$ cat config.mk
export PLATFORM = sky130hd
export DESIGN_NAME = rx_frame_writer
export DESIGN_NICKNAME = d
export VERILOG_FILES = /design/src/rtl/rxw_pkg.sv /design/src/rtl/rxw_crc.sv /design/src/rtl/rxw_hdr.sv /design/src/rtl/rx_frame_writer.sv
export SDC_FILE = /design/constraint.sdc
export NUM_CORES = 1
export LEC_CHECK = 0
export BUFFER_PORTS_ARGS = -buffer_cell sky130_fd_sc_hd__buf_2
export CAP_MARGIN = 20
export CELL_PAD_IN_SITES_DETAIL_PLACEMENT = 2
export CELL_PAD_IN_SITES_GLOBAL_PLACEMENT = 2
export CORE_ASPECT_RATIO = 1.5
export CORE_UTILIZATION = 37
export DETAILED_ROUTE_END_ITERATION = 7
export GPL_ROUTABILITY_DRIVEN = 0
export MAX_ROUTING_LAYER = met4
export PLACE_DENSITY = 0.77
export SETUP_SLACK_MARGIN = 0.15
export SLEW_MARGIN = 20
export SYNTH_ARGS = -nofsm -noshare
export SYNTH_HDL_FRONTEND = slang
export SYNTH_SLANG_ARGS = --single-unit
$ cat constraint.sdc
create_clock -name clk -period 4.4 [get_ports clk]
set_input_delay 0.88 -clock clk [delete_from_list [all_inputs] [get_ports clk]]
set_output_delay 0.88 -clock clk [all_outputs]
set_load 0.05 [all_outputs]
$ cat src/rtl/rxw_pkg.sv
package rxw_pkg;
    typedef enum logic [3:0] {
        RX_IDLE, RX_DATA, RX_SKIP, RX_OVER, RX_PAD,
        RX_CRC, RX_TAIL, RX_HDR, RX_DONE
    } rxw_state_e;

    localparam int HDR_BYTES    = 4;
    localparam int TAIL_BYTES   = 2;
    localparam int CRC_BYTES    = 4;
    localparam int STAT_LONG_BIT = 11;
    localparam int STAT_ODD_BIT  = 12;
    localparam logic [7:0] TAIL_MARK_ODD  = 8'h60;
    localparam logic [7:0] TAIL_MARK_EVEN = 8'h40;
endpackage

$ cat src/rtl/rxw_crc.sv
module rxw_crc #(
    parameter logic [31:0] POLY = 32'hEDB88320
) (
    input  logic        clk,
    input  logic        rst_n,
    input  logic        start,
    input  logic        en,
    input  logic [7:0]  din,
    output logic [31:0] crc_q
);
    logic [31:0] acc;

    // one byte per cycle, bit 0 first; start restarts from zero
    always_comb begin
        acc = (start ? 32'd0 : crc_q) ^ {24'd0, din};
        for (int b = 0; b < 8; b++) begin
            acc = acc[0] ? ((acc >> 1) ^ POLY) : (acc >> 1);
        end
    end

    always_ff @(posedge clk or negedge rst_n) begin
        if (!rst_n)  crc_q <= '0;
        else if (en) crc_q <= acc;
    end
endmodule

$ cat src/rtl/rxw_hdr.sv
module rxw_hdr
    import rxw_pkg::*;
#(
    parameter int MIN_FRAME  = 64,
    parameter int LONG_LIMIT = 1518,
    parameter int LEN_W      = 13
) (
    input  logic [LEN_W-1:0] len,
    input  logic             strip,
    output logic [15:0]      count,
    output logic [15:0]      status,
    output logic             long_odd
);
    logic [LEN_W-1:0] len_even;
    logic [LEN_W-1:0] body;
    logic             is_short;

    always_comb begin
        len_even = {len[LEN_W-1:1], 1'b0};
        is_short = len < LEN_W'(MIN_FRAME);
        body     = is_short ? LEN_W'(MIN_FRAME) : len_even;
        count    = 16'(body) + 16'(HDR_BYTES + TAIL_BYTES)
                 + (strip ? 16'd0 : 16'(CRC_BYTES));
        status   = '0;
        status[STAT_LONG_BIT] = len > LEN_W'(LONG_LIMIT);
        status[STAT_ODD_BIT]  = len[0];
        long_odd = len[0] && !is_short;
    end
endmodule

$ cat src/rtl/rx_frame_writer.sv
module rx_frame_writer
    import rxw_pkg::*;
#(
    parameter int PAGE_BYTES = 2048,
    parameter int PAGE_W     = 2,
    parameter int MIN_FRAME  = 64,
    parameter int LONG_LIMIT = 1518,
    localparam int ADDR_W    = $clog2(PAGE_BYTES)
) (
    input  logic              clk,
    input  logic              rst_n,
    input  logic              rx_enable,
    input  logic              rx_soft_reset,
    input  logic              strip_crc,
    input  logic              in_valid,
    input  logic [7:0]        in_data,
    input  logic              in_last,
    output logic              alloc_req,
    input  logic              alloc_ok,
    input  logic [PAGE_W-1:0] alloc_page,
    output logic              mem_we,
    output logic [PAGE_W-1:0] mem_page,
    output logic [ADDR_W-1:0] mem_addr,
    output logic [7:0]        mem_wdata,
    output logic              pg_ret_valid,
    output logic [PAGE_W-1:0] pg_ret_page,
    output logic              rxq_push,
    output logic [PAGE_W-1:0] rxq_page,
    output logic              rx_irq
);
    localparam int LEN_W         = ADDR_W + 2;
    localparam int MAX_EVEN_KEEP = PAGE_BYTES - HDR_BYTES - TAIL_BYTES - CRC_BYTES;
    localparam int MAX_EVEN_STRIP = PAGE_BYTES - HDR_BYTES - TAIL_BYTES;
    localparam int PAD_LAST      = HDR_BYTES + MIN_FRAME - 1;

    rxw_state_e        state_q, state_nx;
    logic [LEN_W-1:0]  nbytes_q;
    logic [ADDR_W-1:0] ptr_q;
    logic [1:0]        idx_q;
    logic [PAGE_W-1:0] page_q;
    logic              strip_q;
    logic [7:0]        odd_q;
    logic              stray_q, stray_nx;

    logic              open_ok, accept;
    logic              strip_cur;
    logic [LEN_W-1:0]  cur_n, cur_even, max_even;
    logic              too_big, hold_odd, take_data, data_wr;
    logic              pad_done;
    rxw_state_e        end_state;
    logic              busy;

    logic [31:0]       crc_q;
    logic [31:0]       crc_out;
    logic              crc_start, crc_en;
    logic [7:0]        crc_din;
    logic [15:0]       hdr_count, hdr_status;
    logic              long_odd;

    rxw_crc u_crc (
        .clk   (clk),
        .rst_n (rst_n),
        .start (crc_start),
        .en    (crc_en),
        .din   (crc_din),
        .crc_q (crc_q)
    );

    rxw_hdr #(
        .MIN_FRAME  (MIN_FRAME),
        .LONG_LIMIT (LONG_LIMIT),
        .LEN_W      (LEN_W)
    ) u_hdr (
        .len      (nbytes_q),
        .strip    (strip_q),
        .count    (hdr_count),
        .status   (hdr_status),
        .long_odd (long_odd)
    );

    // byte classification
    always_comb begin
        open_ok   = rx_enable && !rx_soft_reset;
        accept    = (state_q == RX_IDLE) && in_valid && open_ok && alloc_ok;
        strip_cur = (state_q == RX_IDLE) ? strip_crc : strip_q;
        cur_n     = (state_q == RX_IDLE) ? LEN_W'(1) : nbytes_q + LEN_W'(1);
        cur_even  = {cur_n[LEN_W-1:1], 1'b0};
        max_even  = strip_cur ? LEN_W'(MAX_EVEN_STRIP) : LEN_W'(MAX_EVEN_KEEP);
        too_big   = cur_even > max_even;
        hold_odd  = in_last && cur_n[0] && (cur_n >= LEN_W'(MIN_FRAME));
        take_data = accept || ((state_q == RX_DATA) && in_valid);
        data_wr   = take_data && !too_big && !hold_odd;
        pad_done  = ptr_q == ADDR_W'(PAD_LAST);
        busy      = state_q inside {RX_PAD, RX_CRC, RX_TAIL, RX_HDR, RX_DONE};
        stray_nx  = (busy && in_valid) ? !in_last : stray_q;
        if (cur_n < LEN_W'(MIN_FRAME)) end_state = RX_PAD;
        else if (strip_cur)            end_state = RX_TAIL;
        else                           end_state = RX_CRC;
        crc_start = accept;
        crc_en    = (take_data && !too_big) || (state_q == RX_PAD);
        crc_din   = (state_q == RX_PAD) ? 8'h00 : in_data;
        crc_out   = ~crc_q;
    end

    // next state
    always_comb begin
        state_nx = state_q;
        unique case (state_q)
            RX_IDLE: if (in_valid) begin
                if (accept)        state_nx = in_last ? end_state : RX_DATA;
                else if (!in_last) state_nx = RX_SKIP;
            end
            RX_DATA: if (in_valid) begin
                if (too_big)      state_nx = in_last ? RX_IDLE : RX_OVER;
                else if (in_last) state_nx = end_state;
            end
            RX_SKIP, RX_OVER: if (in_valid && in_last) state_nx = RX_IDLE;
            RX_PAD:  if (pad_done)      state_nx = strip_q ? RX_TAIL : RX_CRC;
            RX_CRC:  if (idx_q == 2'd3) state_nx = RX_TAIL;
            RX_TAIL: if (idx_q == 2'd1) state_nx = RX_HDR;
            RX_HDR:  if (idx_q == 2'd3) state_nx = RX_DONE;
            RX_DONE: state_nx = stray_nx ? RX_SKIP : RX_IDLE;
            default: state_nx = RX_IDLE;
        endcase
    end

    // state register
    always_ff @(posedge clk or negedge rst_n) begin
        if (!rst_n) state_q <= RX_IDLE;
        else        state_q <= state_nx;
    end

    // datapath registers
    always_ff @(posedge clk or negedge rst_n) begin
        if (!rst_n) begin
            nbytes_q <= '0;
            ptr_q    <= '0;
            idx_q    <= '0;
            page_q   <= '0;
            strip_q  <= 1'b0;
            odd_q    <= '0;
            stray_q  <= 1'b0;
        end else begin
            idx_q <= (state_nx != state_q) ? 2'd0 : idx_q + 2'd1;
            if (accept) begin
                page_q   <= alloc_page;
                strip_q  <= strip_crc;
                nbytes_q <= LEN_W'(1);
                ptr_q    <= ADDR_W'(HDR_BYTES + 1);
            end else if (state_q == RX_DATA) begin
                if (in_valid && !too_big) nbytes_q <= cur_n;
                if (data_wr)              ptr_q    <= ptr_q + ADDR_W'(1);
                if (in_valid && !too_big && hold_odd) odd_q <= in_data;
            end else if (state_q inside {RX_PAD, RX_CRC, RX_TAIL}) begin
                ptr_q <= ptr_q + ADDR_W'(1);
            end
            if (state_q == RX_DONE)       stray_q <= 1'b0;
            else if (busy && in_valid)    stray_q <= !in_last;
        end
    end

    // outputs
    always_comb begin
        alloc_req    = 1'b0;
        mem_we       = 1'b0;
        mem_page     = page_q;
        mem_addr     = ptr_q;
        mem_wdata    = 8'h00;
        pg_ret_valid = 1'b0;
        pg_ret_page  = page_q;
        rxq_push     = 1'b0;
        rxq_page     = page_q;
        rx_irq       = 1'b0;
        unique case (state_q)
            RX_IDLE: begin
                alloc_req = in_valid && open_ok;
                mem_we    = accept;
                mem_page  = alloc_page;
                mem_addr  = ADDR_W'(HDR_BYTES);
                mem_wdata = in_data;
            end
            RX_DATA: begin
                mem_we       = data_wr;
                mem_wdata    = in_data;
                pg_ret_valid = in_valid && too_big && in_last;
            end
            RX_OVER: pg_ret_valid = in_valid && in_last;
            RX_SKIP: ;
            RX_PAD:  mem_we = 1'b1;
            RX_CRC: begin
                mem_we    = 1'b1;
                mem_wdata = 8'(crc_out >> {idx_q, 3'b000});
            end
            RX_TAIL: begin
                mem_we = 1'b1;
                if (idx_q == 2'd0) mem_wdata = long_odd ? odd_q : 8'h00;
                else               mem_wdata = long_odd ? TAIL_MARK_ODD : TAIL_MARK_EVEN;
            end
            RX_HDR: begin
                mem_we   = 1'b1;
                mem_addr = ADDR_W'(idx_q);
                unique case (idx_q)
                    2'd0: mem_wdata = hdr_status[7:0];
                    2'd1: mem_wdata = hdr_status[15:8];
                    2'd2: mem_wdata = hdr_count[7:0];
                    2'd3: mem_wdata = hdr_count[15:8];
                    default: mem_wdata = 8'h00;
                endcase
            end
            RX_DONE: begin
                rxq_push = 1'b1;
                rx_irq   = 1'b1;
            end
            default: ;
        endcase
    end
endmodule

Word-level counts from Yosys, hierarchy flattened

Index checks and enable logic that the tools add are counted.

Register bits: 74
Output and inout bits: 30
Input port bits: 18
Logic and storage cells: 136

Equality and inequality tests: 14
Magnitude comparators: 5
Mux-type cells: 54
Reductions and logical operators: 37
Bitwise operators: 11
Shifts and indexed selects: 1
Add/subtract/negate cells: 5

Operators with widths:

| operator                                                                             | number |
|---|---|
| 32-bit 2-to-1 mux                                                                    | 9 |
| 13-bit NOT with 14-bit output                                                        | 8 |
| 13-bit 2-to-1 mux                                                                    | 5 |
| 8-bit one-hot mux with 4 select lines                                                | 2 |
| 4-bit 2-to-1 mux                                                                     | 14 |
| 11-bit 2-to-1 mux                                                                    | 4 |
| 32-bit NOT                                                                           | 1 |
| 4-bit one-hot mux with 8 select lines                                                | 1 |
| 32-bit by 5-bit right shift with 8-bit output                                        | 1 |
| 32-bit by 8-bit XOR with 32-bit output                                               | 1 |
| 13-bit by 7-bit less-than comparator with 1-bit output, second input constant        | 2 |
| 8-bit 2-to-1 mux                                                                     | 3 |
| 11-bit one-hot mux with 2 select lines                                               | 1 |
| 1-bit logical AND                                                                    | 17 |
| 16-bit adder                                                                         | 1 |
| 4-bit by 3-bit == test with 1-bit output, second input constant                      | 4 |
| 13-bit by 3-bit adder with 14-bit output, second input constant                      | 1 |
| 13-bit by 1-bit adder with 13-bit output, second input constant                      | 1 |
| 13-bit by 7-bit greater-or-equal comparator with 1-bit output, second input constant | 1 |
| 13-bit by 11-bit greater-than comparator with 1-bit output                           | 1 |
| 13-bit by 11-bit greater-than comparator with 1-bit output, second input constant    | 1 |
| 2-bit 2-to-1 mux                                                                     | 6 |
| 11-bit by 1-bit adder with 11-bit output, second input constant                      | 1 |
| 11-bit by 7-bit == test with 1-bit output, second input constant                     | 1 |
| other kinds (25)                                                                     | 40 |

Logic depth before layout (Yosys ltp)

Gate-level depths: netlist of run 1.

Depth in word-level cells: 22
Depth in mapped cells: 17
Mapped depth without buffers: 13

Cells and area by module

From an unflattened synthesis of run 1, not the netlist that was laid out.

Cell total of the unflattened synthesis: 693
Area total of the unflattened synthesis: 6,203.4 um^2

By module, submodules not included:

| module          | cells each | instances | area an instance (um^2) | sequential area each (um^2) |
|---|---|---|---|---|
| rx_frame_writer | 413        | 1         | 3,440.8                 | 1,051.0 |
| rxw_crc         | 211        | 1         | 2,285.9                 | 800.8 |
| rxw_hdr         | 69         | 1         | 476.7                   | 0.0 |

Least setup slack after synthesis of run 1

Ideal clock, no wire load.

Kind: register to output
From: register nbytes_q[10]
To: output port mem_wdata[2]
Arrival time: 3.787 ns
Cell stages (with the launch flop): 14
Path slack: -0.267 ns
Required time: 3.520 ns
Path buffers: 1
Cells stage by stage: dfrtp_1 clkbuf_1 nor4_1 nand2_1 nand2_1 ha_1 nand3b_1 nor2_1 xnor2_1 or4_1 o21ai_0 nand2_1 xor2_1 o21ai_0

Word-level cells in the longest chain between the ends: 6
Elaborated cells on any way between the ends: 10
Classes of those cells: add/sub: 2; order compare: 1; mux: 5; reduce/logical: 2

Ends and longest elaborated chain:

| item                                                                          | RTL line                                       | source |
|---|---|---|
| from (decl)                                                                   | rx_frame_writer.sv:37                          | `logic [LEN_W-1:0] nbytes_q;` |
| from (signal assigned)                                                        | rx_frame_writer.sv:151                         | `if (in_valid && !too_big) nbytes_q <= cur_n;` |
| 13-bit by 7-bit less-than comparator with 1-bit output                        | rxw_hdr.sv:20                                  | `is_short = len < LEN_W'(MIN_FRAME);` |
| 13-bit 2-to-1 mux or 1-bit zero test (tied branches)                          | rxw_hdr.sv:21, rxw_hdr.sv:27                   |  |
| 13-bit by 3-bit adder with 14-bit output or 1-bit logical AND (tied branches) | rxw_hdr.sv:22, rxw_hdr.sv:27                   |  |
| 16-bit adder or 8-bit 2-to-1 mux (tied branches)                              | rxw_hdr.sv:23, rx_frame_writer.sv:196          |  |
| 8-bit one-hot mux with 4 select lines or 8-bit 2-to-1 mux (tied branches)     | rx_frame_writer.sv:202, rx_frame_writer.sv:196 |  |
| 8-bit one-hot mux with 4 select lines *                                       | rx_frame_writer.sv:174                         | `unique case (state_q)` |
| to (decl)                                                                     | rx_frame_writer.sv:24                          | `output logic [7:0] mem_wdata,` |

Mark *: on every way between the ends. The rest lies on a longest branch, timed or not.

Worst setup path in the final report of run 1

From: register nbytes_q[10]
To: output port mem_wdata[6]

The elaborated chain is that of the path after synthesis.

==> results of run 1 <==
## per-stage QoR
step	power [mW]	hold slack (ns)	utilization (%)	setup TNS, ns
2_1_floorplan	4.28	0.463	-	-0.158
3_3_place_gp	5.10	0.476	41.3	0
3_5_place_dp	5.32	0.502	41.3	0
4_1_cts	6.14	0.517	43.4	0
5_1_grt	6.50	0.533	44.2	-0.000452
6_report	6.08	0.520	44.2	0
## layer usage
metal	vias up	track usage [%]
met3	60	3.24
li1	2406	-
met5	-	-
met2	102	50.8
met1	2721	28.5
met4	0	13.7
## cells by family (layout without fill, tap and decap cells)
kind of cell	count (synthesis)	after routing	synth area share, %
AOI/OAI and AO/OA	136	136	14.5
xor gates and xnor gates	88	88	17.0
adders and majority gates	12	12	2.62
buffers and inverters	58	113	4.63
DFF	74	74	32.3
muxes	20	20	5.46
and+or+nand+nor	279	279	23.5
## power by group
group	internal (mW)	leakage (nW)	switching (mW)
Sequential	0.930	0.930	0.249
Combinational	1.60	1.78	2.60
Clock	0.381	0.135	0.321
## sequential cells by signal, summed over array words and instances, names as in the netlist
name	cells
strip_q	1
pg_ret_page	2
state_q	4
u_crc.crc_q	32
nbytes_q	13
odd_q	8
ptr_q	11
stray_q	1
idx_q	2
## Yosys cell counts (all sizes together) (7+ instances only)
library cell | number | area [µm²]
clkbuf | 32 | 120
nor3 | 10 | 50.1
dfrtp | 74 | 1850
o31ai | 9 | 67.6
or4 | 7 | 56.3
nand4 | 11 | 68.8
a21oi | 38 | 190
xnor2 | 48 | 420
and3 | 7 | 43.8
nand3 | 18 | 90.1
ha | 12 | 150
nand2 | 118 | 468
nor2 | 57 | 214
xor2 | 40 | 553
and2 | 13 | 81.3
or3 | 11 | 68.8
mux2 | 10 | 113
buf | 14 | 100
mux4 | 8 | 180
inv | 12 | 45.0
o21ai | 51 | 259
## timing repair
| action | CTS | global route |
|---|---|---|
| setup endpoints to repair | 7 | 9 |
| pin swaps | 3 | 7 |
| cloned | 0 | 0 |
| setup buffers | 2 | 5 |
| gates resized for setup | 9 | 15 |
## worst paths after layout
| path | to | slack [ns] | depth (start not counted) |
|---|---|---|---|
| worst min register to register | odd_q[0] | 0.52 | 1 |
| min in group asynchronous | strip_q | 0.54 | 1 |
| worst max register to register | ptr_q[8] | 0.79 | 15 |
| worst max-delay path | mem_wdata[6] | 0.06 | 13 |
| max in group asynchronous | u_crc.crc_q[12] | 3.24 | 2 |
| worst min-delay path | odd_q[0] | 0.52 | 1 |
## critical path: stages, from the launching register on
cell	delay, ns
dfrtp_1	0.41
nor4_4	0.38
nand2_2	0.14
buf_4	0.16
buf_4	0.12
buf_4	0.16
nand2_1	0.08
xor2_1	0.17
ha_1	0.21
nand2_1	0.14
nor2_1	0.19
xor2_1	0.39
a221o_1	0.26
buf_2	0.28
## cell type report
cell class | count | share of cell area [%]
multi-input cells | 535 | 55.6
clock inverters | 7 | 0.674
well taps | 199 | 3.72
inverters | 12 | 0.674
clock buffers | 9 | 3.37
repair buffers | 85 | 8.24
flip-flops and latches | 74 | 27.7
==> results_dict.tcl, run 1 <==
set metrics [dict create \
    grt.overflow.total 0 \
    max_slew_margin_pct 54.0 \
    top_layer_used "met4" \
    grt_pass1_vias 5999 \
    cts_buffer_depth 2 \
    clock_latency_ns 0.35 \
    syn_area_per_cell_um2 8.60 \
    hold_class "flip-flop to flip-flop" \
    postRouteWirelength_mm 20.8 \
    start_kind "flip-flop" \
    syn-cell-area_um2 5730 \
    die_x_um 104 \
    area_delta_synth_final_pct 16.6 \
    die-area_um2 16000 \
    r2r-start "state_q[0]" \
    setup.worst_path.start "nbytes_q[10]" \
    status "finished, final reports clean" \
    num-fill-cells 1718 \
    syn_nets 697 \
    netlist_instances 667 \
    postLayoutSetupSlackWorst_ns 0.0641 \
    nets 747 \
    finalClockSkew_ns 0.00912 \
    multiInputGateArea_um2 3720 \
    drv_slew 0 \
    first_iter_violations 177 \
    cp.arrival_ns 3.46 \
    hold_path_startpoint "odd_q[0]" \
    cap_viol_max_count 0 \
    setup_violations 0 \
    yosysWarnings 0 \
    rsz0062_at_grt "yes" \
    first_pass_iters 4 \
    placed_cells 897 \
    n_antenna_cell 0 \
    clock_sinks 74 \
    fp-row-count 55 \
    viasPerCell 5.74 \
    register_area_um2 1850 \
    fin_cells 921 \
    antenna_found_initial 0 \
    met2_length_mm 11.7 \
    core_um2 15100 \
    crit_path_end_kind "output pin" \
    postSynth.asyncResetShare_pct 100 \
    die_h_um 154 \
    fin_crit_ns 4.34 \
    clockRootBuffer "clkbuf_16" \
    io_pins 48 \
    synthFlopType "dfrtp_1" \
    wl_per_cell_um 22.6 \
    grt_usage_pct 27.4 \
    port_buffers 47 \
    layout_commonest_cell "nand2_1" \
    grt_max_degree 75 \
    numCtsBuffers 9 \
    crit_type "flip-flop to output pin" \
    hold_viol 0 \
    vdd_ir_drop_max_uv 451 \
    vias 5289 \
    layout.cells.most_common_list "nand2_1, dfrtp_1, nor2_1" \
    ys_ff_latch 74 \
    cts_tree "built" \
    grt_pass1_wl_mm 32.9 \
    dp_slack_ns 0.222 \
    ctsHoldBuffers 0 \
    dr_wl_met3_um 470 \
    place_area_um2 6250 \
    wl_met1_mm 7.83 \
    dp_hpwl_mm 15.2 \
    final_cell_area_um2 6690 \
    fmax_mhz 231 \
    path_max_fanout 6 \
    h-tree-depth 3 \
    final_layout_size_suffix_gt1_share_pct 22.7 \
    ys_seq_area_share_pct 32.3 \
    powerDensity_nw_per_um2 909 \
    worst_pin_slew_ns 0.690 \
    p_leak_nw 2.85 \
    period_share_pct 98.5 \
    synth_edf_count 0 \
    drc 0 \
    critPathRequiredTime_ns 3.52 \
    start_util_pct 37.9 \
    cts.clk_slew.worst_paths_ns 0.06 \
    synthDistinctLibCells 67 \
    ant_nets 0 \
]
Power figures use the tool's default switching activity.
==> run 2, diff against run 1 <==
--- a/config.mk
+++ b/config.mk
@@ -9,12 +9,12 @@
 export CAP_MARGIN = 20
 export CELL_PAD_IN_SITES_DETAIL_PLACEMENT = 2
 export CELL_PAD_IN_SITES_GLOBAL_PLACEMENT = 2
-export CORE_ASPECT_RATIO = 1.5
 export CORE_UTILIZATION = 37
 export DETAILED_ROUTE_END_ITERATION = 7
 export GPL_ROUTABILITY_DRIVEN = 0
 export MAX_ROUTING_LAYER = met4
 export PLACE_DENSITY = 0.77
+export RECOVER_POWER = 50
 export SETUP_SLACK_MARGIN = 0.15
 export SLEW_MARGIN = 20
 export SYNTH_ARGS = -nofsm -noshare
==> run 2 against run 1 <==
Critical endpoint is now mem_wdata[5]; utilization rose by 1.1 points; critical path type unchanged; the flow now finishes with violations (capacitance limit, slew limit, setup timing); flip-flop and latch count did not move; global-route usage rose by 0.44 points; cell count fell by 0.43%; hold slack got worse by 0.0042 ns; first-iteration DRC count rose by 49%; final area rose by 2.5%.
==> results_dict.tcl, run 2 (synthesized netlist as in run 1, its figures left out) <==
set metrics [dict create \
    p_leak_nw 2.90 \
    dp_slack_ns -0.0650 \
    core_um2 15100 \
    grt_usage_pct 27.9 \
    first_pass_iters 4 \
    port_buffers 47 \
    grt_pass1_wl_mm 33.0 \
    reg2reg_depth 9 \
    numCtsBuffers 9 \
    vias 5329 \
    cp.arrival_ns 3.57 \
    worstHoldEndpoint "u_crc.crc_q[24]" \
    viasPerCell 5.81 \
    cts_buffer_depth 2 \
    placed_cells 884 \
    violations "capacitance limit, slew limit, setup timing" \
    first_iter_violations 263 \
    fp-row-count 45 \
    max_slew_margin_pct -39.7 \
    antenna_found_initial 0 \
    hold_path_startpoint "u_crc.crc_q[24]" \
    finalClockSkew_ns 0.00654 \
    largest_reg_flops 32 \
    fmax_mhz 225 \
    grt.overflow.total 0 \
    period_share_pct 101 \
    layout.cells.most_common_list "nand2_1, dfrtp_1, nor2_1" \
    worst_pin_slew_ns 2.10 \
    setup_violations 3 \
    crit_path_end_kind "output pin" \
    postRouteWirelength_mm 21.2 \
    hold_path_depth 2 \
    r2r_setup_slack_ns 0.53 \
    hold-worst-slack_ns 0.515 \
    area_delta_synth_final_pct 19.5 \
    vdd_ir_drop_max_uv 546 \
    die-area_um2 16000 \
    grt_pass1_vias 5810 \
    clockRootBuffer "clkbuf_16" \
    top_register "u_crc.crc_q" \
    die_x_um 126 \
    multiInputGateArea_um2 3780 \
    drc 0 \
    cap_viol_max_count 1 \
    start_kind "flip-flop" \
    clock_latency_ns 0.35 \
    die_h_um 126 \
    r2r-start "state_q[0]" \
    fin_crit_ns 4.45 \
    ant_nets 0 \
    nets 754 \
    final_layout_size_suffix_gt1_share_pct 22.6 \
    powerDensity_nw_per_um2 916 \
    critPathRequiredTime_ns 3.52 \
    layout_commonest_cell "nand2_1" \
    h-tree-depth 3 \
    io_pins 48 \
    register_area_um2 1850 \
    num-fill-cells 1677 \
    postLayoutSetupSlackWorst_ns -0.0477 \
    cts.clk_slew.worst_paths_ns 0.07 \
    drv_slew 75 \
    n_antenna_cell 0 \
    dp_hpwl_mm 14.2 \
    rsz0062_at_grt "yes" \
    crit_type "flip-flop to output pin" \
    final_core_util_pct 45.2 \
    start_util_pct 37.9 \
    r2r_end "u_crc.crc_q[18]" \
    setup.worst_path.start "nbytes_q[10]" \
    grt_max_degree 75 \
    wl_per_cell_um 23.1 \
    hold_viol 0 \
    top_regs "u_crc.crc_q: 32 flops, nbytes_q: 13 flops, ptr_q: 11 flops" \
    hold_class "flip-flop to flip-flop" \
    cts_tree "built" \
    path_max_fanout 6 \
    fin_cells 917 \
    clock_sinks 74 \
    status "finished with violations" \
]
[run 2: final cells by class]
| cell class | count | area share (%) |
|---|---|---|
| Inverter | 12 | 0.657 |
| Tap cell | 188 | 3.43 |
| Timing Repair Buffer | 92 | 8.93 |
| Sequential cell | 74 | 27.0 |
| Clock inverter | 6 | 1.31 |
| Clock buffer | 10 | 3.49 |
| Multi-Input combinational cell | 535 | 55.1 |
[run 2: per-layer routing]
metal  GRT usage [%]  part of all wire, %  vias to the layer above
met3            3.04                  3.0                       30
li1                -                    -                     2418
met5               -                    0                        -
met2            49.6                   53                       98
met1            32.2                   42                     2783
met4            10.6                  2.0                        0
[run 2: worst max path at each step]
stage | endpoint | slack, ns | depth (start not counted)
5_1_grt | mem_wdata[4] | -0.14 | 13
3_5_place_dp | mem_wdata[4] | -0.07 | 13
2_1_floorplan | mem_wdata[5] | -0.16 | 11
6_report | mem_wdata[5] | -0.05 | 12
4_1_cts | mem_wdata[3] | 0.13 | 13
3_3_place_gp | mem_wdata[4] | 0.18 | 13
[run 2: stage by stage]
stage,setup TNS [ns],area (µm²),total power [mW]
2_1_floorplan,-0.158,5750,4.28
3_3_place_gp,0,6230,5.11
3_5_place_dp,-0.0650,6230,5.33
4_1_cts,0,6710,6.27
5_1_grt,-0.660,6850,6.71
6_report,-0.0900,6850,6.28
[run 2: power by group]
part / leakage (nW) / internal, mW / total (mW) / switching [mW]
clock network: 0.159 / 0.514 / 0.853 / 0.339
registers: 0.931 / 0.929 / 1.16 / 0.235
logic: 1.81 / 1.65 / 4.26 / 2.61
total: 2.90 / 3.09 / 6.28 / 3.19
[run 2: critical path, stage by stage, from the launching register on]
cell and delay [ns]:
dfrtp_1 0.42, nor4_4 0.37, nand2_2 0.19, nand2_2 0.14, ha_4 0.14, nand3b_1 0.17
xnor2_1 0.16, nand2_1 0.13, or4_4 0.57, o22a_4 0.27, buf_4 0.14, o31ai_2 0.29
buf_6 0.21
[run 2: repair_timing]
action / CTS / global route
hold buffers: 0 / 0
setup endpoints to repair: 7 / 10
gates resized for setup: 22 / 31
setup buffers: 8 / 9
pin swaps: 10 / 9
endpoints found under the hold margin: 0 / 0
